--- src/rtl/hrst_pkg.sv ---
package hrst_pkg;

    typedef enum logic [1:0] {
        ST_IDLE    = 2'd0,
        ST_PULSE   = 2'd1,
        ST_WAITBSY = 2'd2,
        ST_WATCH   = 2'd3
    } hrst_state_e;

    typedef enum logic [1:0] {
        ERR_NONE    = 2'd0,
        ERR_NO_BUSY = 2'd1,
        ERR_DIAG    = 2'd2,
        ERR_LATE    = 2'd3
    } hrst_err_e;

    typedef struct packed {
        logic found;
        logic diag_seen;
    } hrst_lines_t;

    function automatic int max2(input int a, input int b);
        return (a > b) ? a : b;
    endfunction

endpackage

--- src/rtl/hrst_us_timer.sv ---
module hrst_us_timer #(
    parameter int CLK_PER_US = 100,
    parameter int MAX_US     = 1000,
    localparam int PW        = $clog2(CLK_PER_US + 1),
    localparam int TW        = $clog2(MAX_US + 1)
) (
    input  logic          clk,
    input  logic          rst,
    input  logic          clr,
    output logic [TW-1:0] us_cnt
);

    logic [PW-1:0] pre_q;
    logic          tick;

    assign tick = (pre_q == PW'(CLK_PER_US - 1));

    always_ff @(posedge clk) begin
        if (rst || clr) begin
            pre_q  <= '0;
            us_cnt <= '0;
        end else begin
            pre_q <= tick ? '0 : pre_q + 1'b1;
            if (tick && us_cnt != TW'(MAX_US))
                us_cnt <= us_cnt + 1'b1;
        end
    end

endmodule

--- src/rtl/hrst_line_watch.sv ---
module hrst_line_watch
    import hrst_pkg::*;
#(
    parameter int TW     = 16,
    parameter int DET_US = 100
) (
    input  logic          clk,
    input  logic          rst,
    input  logic          clr,
    input  logic          en,
    input  logic [TW-1:0] us_cnt,
    input  logic          act_n,
    input  logic          diag_n,
    output hrst_lines_t   lines
);

    logic win_open;
    assign win_open = (us_cnt < TW'(DET_US));

    always_ff @(posedge clk) begin
        if (rst || clr) begin
            lines <= '0;
        end else if (en) begin
            if (win_open && !act_n)
                lines.found <= 1'b1;
            if (!diag_n)
                lines.diag_seen <= 1'b1;
        end
    end

endmodule

--- src/rtl/hrst_seq.sv ---
module hrst_seq
    import hrst_pkg::*;
#(
    parameter int CLK_PER_US = 100,
    parameter int RST_US     = 25,
    parameter int BSY_CYC    = 40,
    parameter int DET_US     = 450000,
    parameter int DIAG_US    = 30000000,
    parameter int DONE_US    = 30500000
) (
    input  logic       clk,
    input  logic       rst,
    input  logic       start,
    input  logic       drv0_busy,
    input  logic       drv1_busy,
    input  logic       diag_ok_n,
    input  logic       drv_act_n,
    output logic       rst_line_n,
    output logic       active,
    output logic       reset_done,
    output logic       drv1_found,
    output logic [1:0] err_code
);

    localparam int MAX_US = max2(DONE_US, RST_US);
    localparam int TW     = $clog2(MAX_US + 1);
    localparam int BW     = $clog2(BSY_CYC + 1);

    hrst_state_e   state_q;
    hrst_err_e     err_q;
    logic          done_q;
    logic [BW-1:0] bcnt_q;
    logic [TW-1:0] us_cnt;
    hrst_lines_t   lines;
    logic          pulse_end;
    logic          tmr_clr;
    logic          win_closed;
    logic          finish_ok;
    logic          diag_late;

    assign pulse_end  = (state_q == ST_PULSE) && (us_cnt == TW'(RST_US));
    assign tmr_clr    = (state_q == ST_IDLE) || pulse_end;
    assign win_closed = (us_cnt >= TW'(DET_US));
    assign finish_ok  = !drv0_busy &&
                        (lines.found ? (lines.diag_seen && !drv1_busy) : win_closed);
    assign diag_late  = lines.found && !lines.diag_seen && (us_cnt >= TW'(DIAG_US));

    hrst_us_timer #(
        .CLK_PER_US(CLK_PER_US),
        .MAX_US    (MAX_US)
    ) u_timer (
        .clk   (clk),
        .rst   (rst),
        .clr   (tmr_clr),
        .us_cnt(us_cnt)
    );

    hrst_line_watch #(
        .TW    (TW),
        .DET_US(DET_US)
    ) u_lines (
        .clk   (clk),
        .rst   (rst),
        .clr   ((state_q == ST_IDLE) && start),
        .en    ((state_q == ST_WAITBSY) || (state_q == ST_WATCH)),
        .us_cnt(us_cnt),
        .act_n (drv_act_n),
        .diag_n(diag_ok_n),
        .lines (lines)
    );

    always_ff @(posedge clk) begin
        if (rst) begin
            state_q <= ST_IDLE;
            err_q   <= ERR_NONE;
            done_q  <= 1'b0;
            bcnt_q  <= '0;
        end else begin
            done_q <= 1'b0;
            if (state_q != ST_WAITBSY)
                bcnt_q <= '0;
            case (state_q)
                ST_IDLE: begin
                    if (start) begin
                        state_q <= ST_PULSE;
                        err_q   <= ERR_NONE;
                    end
                end
                ST_PULSE: begin
                    if (pulse_end)
                        state_q <= ST_WAITBSY;
                end
                ST_WAITBSY: begin
                    if (drv0_busy) begin
                        state_q <= ST_WATCH;
                    end else if (bcnt_q == BW'(BSY_CYC - 1)) begin
                        state_q <= ST_IDLE;
                        err_q   <= ERR_NO_BUSY;
                        done_q  <= 1'b1;
                    end else begin
                        bcnt_q <= bcnt_q + 1'b1;
                    end
                end
                ST_WATCH: begin
                    if (finish_ok) begin
                        state_q <= ST_IDLE;
                        done_q  <= 1'b1;
                    end else if (diag_late) begin
                        state_q <= ST_IDLE;
                        err_q   <= ERR_DIAG;
                        done_q  <= 1'b1;
                    end else if (us_cnt >= TW'(DONE_US)) begin
                        state_q <= ST_IDLE;
                        err_q   <= ERR_LATE;
                        done_q  <= 1'b1;
                    end
                end
                default: state_q <= ST_IDLE;
            endcase
        end
    end

    assign rst_line_n = (state_q != ST_PULSE);
    assign active     = (state_q != ST_IDLE);
    assign reset_done = done_q;
    assign drv1_found = lines.found;
    assign err_code   = err_q;

endmodule

--- config.mk ---
export PLATFORM = sky130hd
export DESIGN_NAME = hrst_seq
export DESIGN_NICKNAME = d
export VERILOG_FILES = /design/src/rtl/hrst_pkg.sv /design/src/rtl/hrst_us_timer.sv /design/src/rtl/hrst_line_watch.sv /design/src/rtl/hrst_seq.sv
export SDC_FILE = /design/constraint.sdc
export NUM_CORES = 1
export LEC_CHECK = 0
export ABC_CLOCK_PERIOD_IN_PS = 5000
export BUFFER_PORTS_ARGS = -buffer_cell sky130_fd_sc_hd__buf_2
export CAP_MARGIN = 20
export CELL_PAD_IN_SITES_DETAIL_PLACEMENT = 1
export CELL_PAD_IN_SITES_GLOBAL_PLACEMENT = 2
export CORE_MARGIN = 1.5
export CORE_UTILIZATION = 40
export CTS_CLUSTER_SIZE = 25
export DETAILED_ROUTE_END_ITERATION = 10
export GPL_ROUTABILITY_DRIVEN = 0
export PLACE_DENSITY = 0.95
export SETUP_SLACK_MARGIN = 0.1
export SYNTH_ARGS = -nofsm -noshare
export SYNTH_HDL_FRONTEND = slang
export SYNTH_HIERARCHICAL = 1
export SYNTH_SLANG_ARGS = --single-unit
--- constraint.sdc ---
create_clock -name clk -period 5 [get_ports clk]
set_input_delay 1.5 -clock clk [delete_from_list [all_inputs] [get_ports clk]]
set_output_delay 1.5 -clock clk [all_outputs]
set_load 0.01 [all_outputs]
==> results.sh, run 1 <==
export IMPL_die_area_um2=6920
export IMPL_ios=13
export IMPL_wl_per_cell_um=16.3
export IMPL_endpoint_kind="output port"
export IMPL_final_area_um2=2800
export IMPL_worstSetupStartpointType="flip-flop"
export IMPL_rsz0062_at_grt="no"
export IMPL_tightest_slew_ns=0.582
export IMPL_synth_nets=320
export IMPL_finalWorstSetupSlack_ns=2.13
export IMPL_vias_per_cell=5.78
export IMPL_dr_pass1_iters=4
export IMPL_hold_buffers=0
export IMPL_grt_pass1_wl_um=11200
export IMPL_die_w_um=83.2
export IMPL_vias=2300
export IMPL_drc_errors=0
export IMPL_cp_arrival_ns=1.37
export IMPL_path_clk_slew_ns=0.08
export IMPL_critPathKind="reg2out"
export IMPL_port_buffers=12
export IMPL_max_slew_margin=0.611
export IMPL_setup_tns_ns=0
export IMPL_ff_latch_area_um2=901
export IMPL_finalHoldViolations=0
export IMPL_clock_fmax_mhz=349
export IMPL_die_y_um=83.2
export IMPL_maxCapViolations=0
export IMPL_drive_gt1_frac=0.103
export IMPL_avgSynthCellArea_um2=8.33
export IMPL_ant_nets=0
export IMPL_multi_input_area_um2=1580
export IMPL_antenna_found_initial=0
export IMPL_num_rows=29
export IMPL_ys_ff_latch=45
export IMPL_root_buffer="clkbuf_8"
export IMPL_hold_class="reg2reg"
export IMPL_fin_total_pwr_mw=0.671
export IMPL_finalCritPeriodShare=0.574
export IMPL_cts_max_path_buffers=2
export IMPL_cp_required_ns=3.50
export IMPL_dp_final_hpwl_um=4650
export IMPL_ys_types=56
export IMPL_grt_overflow=0
export IMPL_synthFlopType="dfxtp_1"
export IMPL_drv_slew=0
export IMPL_crit_slowest_cell="dfxtp_1"
export IMPL_pwr_density_cell_nw_per_um2=240
export IMPL_setup_violations_final=0
export IMPL_ir_drop_mv=0.121
export IMPL_fp_coreArea_um2=6280
export IMPL_area_delta_synth_final_pct=8.66
export IMPL_ys_async_sr_fraction=0
export IMPL_antennaDiodeCount=0
export IMPL_critPathMaxFanout=10
export IMPL_cts_setup_buffers=0
export IMPL_synth_edf_count=0
export IMPL_finClkSkew_ns=0.0103
export IMPL_netlist_instances=309
export IMPL_p_leak_nw=0.868
export IMPL_cp_slowest_stage_delay_ns=0.59
export IMPL_final_nets=331
export IMPL_status="finished, final reports clean"
export IMPL_postPlaceCellArea_um2=2680
export IMPL_ys_warn_count=6
export IMPL_n_fill_cell=782
export IMPL_yosysSeqAreaShare=0.350
export IMPL_ctsResizeCount=0
export IMPL_holdWs_ns=0.468
export IMPL_grt_usage=0.195
export IMPL_grt_max_degree=26
export IMPL_synthesis_area_um2=2570
export IMPL_initial_core_util=0.410
export IMPL_h_tree_depth=2
export IMPL_cts_tree="yes"
export IMPL_insertion_delay_ns=0.30
export IMPL_grt_pass1_vias=2287
export IMPL_cts_made_buffers=5
export IMPL_initialDrtViolationCount=86
export IMPL_drt_wl_total_um=6500
export IMPL_path_cells="inv_1 > nand2_1 > buf_2"
export IMPL_fin_crit_ns=2.87
export IMPL_dp_slack_ns=2.12
export IMPL_cts_sinks=45
==> cell type report <==
cell class	instances	share of cell area
repair buffers	12	0.0215
clock buffers	6	0.0260
clock inverters	2	0.0139
well taps	77	0.0345
multi-input cells	243	0.564
inverters	13	0.0175
flip-flops and latches	45	0.322
==> through the flow <==
step / instances / util
after floorplan: 309 / -
after global placement: 390 / 0.428
after detailed placement: 390 / 0.428
after CTS: 398 / 0.445
after global routing: 398 / 0.445
final: 398 / 0.445
==> metal layers <==
layer | track usage | wire length, um | up-vias
met5 | 0 | 0 | -
met4 | 0.0561 | 72 | 0
met3 | 0.0348 | 278 | 7
met2 | 0.323 | 3090 | 47
met1 | 0.261 | 3060 | 1104
li1 | - | - | 1142
==> final timing paths <==
check | startpoint | end | slack [ns] | cells after the start
hold reg to reg | err_code[0] | err_code[0] | 0.47 | 2
setup reg to reg | u_timer/us_cnt[15] | u_timer/us_cnt[4] | 2.61 | 8
setup / recovery | state_q[1] | active | 2.13 | 3
hold / removal | err_code[0] | err_code[0] | 0.47 | 2
==> registers in the layout, summed over array words and instances, names as in the netlist <==
| signal | flops |
|---|---|
| err_code | 2 |
| u_lines/lines | 2 |
| reset_done | 1 |
| state_q | 2 |
| u_timer/us_cnt | 25 |
| u_timer/pre_q | 7 |
| bcnt_q | 6 |
==> cell usage in the layout (no fill, tap or decap), drive strengths merged, types with 8 or more instances in the layout <==
cell,synthesis,routed
and3,8,8
dfxtp,45,45
xor2,8,8
buf,2,12
xnor2,20,20
nor2,42,42
o21ai,10,10
nand3,20,20
nand2,23,23
nor3,17,17
inv,13,13
nand4,10,10
a21oi,15,15
==> logic make-up after synthesis <==
logic type | synth area share
buf+inv | 0.0365
flops | 0.350
fa+ha+maj | 0.0195
compound gates | 0.140
mux | 0.0117
simple gates | 0.347
xor+xnor | 0.0953
==> worst max-delay path: cells and delay by family (launching register included) <==
family,cells,cell delay (ns)
buffers and inverters,2,0.37
and+or+nand+nor,1,0.11
DFF,1,0.59
==> synthesized netlist by cell type (2+ instances only) <==
master | number | area [um^2]
a21oi_1 | 15 | 75.1
a31oi_1 | 3 | 18.8
a41oi_1 | 2 | 17.5
and3_1 | 7 | 43.8
and4_1 | 5 | 43.8
clkbuf_1 | 5 | 18.8
dfxtp_1 | 45 | 901
ha_1 | 4 | 50.1
inv_1 | 13 | 48.8
mux2i_1 | 3 | 30.0
nand2_1 | 23 | 86.3
nand2b_1 | 2 | 12.5
nand3_1 | 20 | 100
nand4_1 | 10 | 62.6
nor2_1 | 42 | 158
nor2b_1 | 2 | 12.5
nor3_1 | 15 | 75.1
nor3b_1 | 2 | 15.0
nor4_1 | 5 | 31.3
nor4b_1 | 5 | 43.8
nor4bb_1 | 2 | 20.0
o2111ai_1 | 2 | 17.5
o211ai_1 | 3 | 22.5
o21a_1 | 2 | 15.0
o21ai_0 | 7 | 35.0
o31a_1 | 2 | 17.5
o31ai_1 | 3 | 22.5
or3_1 | 2 | 12.5
or4_1 | 5 | 37.5
xnor2_1 | 20 | 175
xor2_1 | 8 | 70.1
==> power breakdown <==
part / internal, mW / switching (mW)
registers: 0.360 / 0.00307
clock network: 0.150 / 0.129
logic: 0.00911 / 0.0192
Power figures use the tool's default switching activity.
==> run 2: changes to the inputs <==
Settings changed: ABC_CLOCK_PERIOD_IN_PS 5000 to 2990, CORE_UTILIZATION 40 to 37, PLACE_DENSITY 0.95 to 0.89.
Clock period 5 ns to 2.99 ns, I/O delays scaled along.
==> results.sh, run 2 (same netlist as run 1, synthesis figures left out) <==
export IMPL_status="finished, final reports clean"
export IMPL_drv_slew=0
export IMPL_cp_required_ns=2.09
export IMPL_path_clk_slew_ns=0.08
export IMPL_postPlaceCellArea_um2=2700
export IMPL_finalWorstSetupSlack_ns=0.747
export IMPL_worstSetupStartpointType="flip-flop"
export IMPL_dp_cells=395
export IMPL_fin_total_pwr_mw=1.07
export IMPL_grt_busiest_layer="met2"
export IMPL_root_buffer="clkbuf_8"
export IMPL_p_leak_nw=0.878
export IMPL_finalHoldViolations=0
export IMPL_grtUsageMet3=0.0314
export IMPL_drt_wl_total_um=6530
export IMPL_max_slew_margin=0.658
export IMPL_grt_pass1_vias=2322
export IMPL_ctsResizeCount=0
export IMPL_cts_tree="yes"
export IMPL_fin_crit_ns=2.24
export IMPL_crit_slowest_cell="dfxtp_1"
export IMPL_grt_pass1_wl_um=11300
export IMPL_hold_class="reg2reg"
export IMPL_critPathMaxFanout=10
export IMPL_endpoint_kind="output port"
export IMPL_die_area_um2=7460
export IMPL_h_tree_depth=2
export IMPL_rsz0062_at_grt="no"
export IMPL_drc_errors=0
export IMPL_area_delta_synth_final_pct=9.00
export IMPL_finalNonFillerCells=403
export IMPL_dp_final_hpwl_um=4680
export IMPL_cts_sinks=45
export IMPL_ios=13
export IMPL_clock_fmax_mhz=446
export IMPL_die_y_um=86.4
export IMPL_final_nets=333
export IMPL_critPathKind="reg2out"
export IMPL_initial_core_util=0.381
export IMPL_holdWs_ns=0.466
export IMPL_use_met2=0.314
export IMPL_antennaDiodeCount=0
export IMPL_cp_arrival_ns=1.35
export IMPL_pwr_density_cell_nw_per_um2=382
export IMPL_largest_reg_flops=25
export IMPL_maxCapViolations=0
export IMPL_cts_setup_buffers=0
export IMPL_finClkSkew_ns=0.0103
export IMPL_layout_common_cells="dfxtp_1 (45), nor2_1 (42), nand2_1 (23)"
export IMPL_wl_per_cell_um=16.2
export IMPL_cts_max_path_buffers=2
export IMPL_insertion_delay_ns=0.30
export IMPL_fin_util=0.415
export IMPL_antenna_found_initial=0
export IMPL_fp_coreArea_um2=6760
export IMPL_final_area_um2=2800
export IMPL_path_cells="inv_1 > nand2_1 > buf_2"
export IMPL_ant_nets=0
export IMPL_setup_tns_ns=0
export IMPL_grt_max_degree=26
export IMPL_hold_buffers=0
export IMPL_cp_slowest_stage_delay_ns=0.59
export IMPL_num_rows=30
export IMPL_tightest_slew_ns=0.511
export IMPL_vias=2293
export IMPL_top_register="u_timer/us_cnt"
export IMPL_setup_violations_final=0
export IMPL_port_buffers=12
export IMPL_grtUsageMet1=0.258
export IMPL_layout_commonest_cell="dfxtp_1"
export IMPL_grt_overflow=0
export IMPL_dr_pass1_iters=4
export IMPL_ir_drop_mv=0.138
export IMPL_reg_top3="u_timer/us_cnt (25), u_timer/pre_q (7), bcnt_q (6)"
export IMPL_vias_per_cell=5.69
export IMPL_cts_made_buffers=5
export IMPL_n_fill_cell=837
export IMPL_grt_usage=0.189
export IMPL_dp_slack_ns=0.696
export IMPL_drive_gt1_frac=0.111
export IMPL_die_w_um=86.4
export IMPL_finalCritPeriodShare=0.750
export IMPL_initialDrtViolationCount=164
## run 2: critical path: cells and delay by family (launching register included)
kind / cells / cell delay (ns)
buffers and inverters: 2 / 0.35
DFF: 1 / 0.59
and+or+nand+nor: 1 / 0.11
## run 2: worst paths after layout
| kind | from | end | slack, ns | depth (start not counted) |
|---|---|---|---|---|
| setup / recovery | state_q[1] | active | 0.75 | 3 |
| hold reg to reg | err_code[0] | err_code[0] | 0.47 | 2 |
| hold / removal | err_code[0] | err_code[0] | 0.47 | 2 |
| setup reg to reg | u_timer/us_cnt[15] | u_timer/us_cnt[4] | 0.77 | 8 |
## run 2: layer usage
metal  part of all wire  vias to the layer above
li1                   -                     1148
met1               0.49                     1121
met2               0.47                       19
met3              0.027                        5
met4             0.0083                        0
met5                  0                        -
## run 2: final cells by class
| cell class | instances | area [um^2] | area share |
|---|---|---|---|
| Inverter | 13 | 48.8 | 0.0174 |
| Timing Repair Buffer | 14 | 75.1 | 0.0268 |
| Clock buffer | 7 | 96.3 | 0.0344 |
| Clock inverter | 1 | 5.00 | 0.00178 |
| Tap cell | 80 | 100 | 0.0357 |
| Sequential cell | 45 | 901 | 0.321 |
| Multi-Input combinational cell | 243 | 1580 | 0.563 |
## run 2: power by group
part | leakage (nW) | internal, mW | switching [mW] | total [mW]
Sequential | 0.363 | 0.602 | 0.00532 | 0.607
Clock | 0.0542 | 0.209 | 0.207 | 0.417
Combinational | 0.461 | 0.0153 | 0.0315 | 0.0467
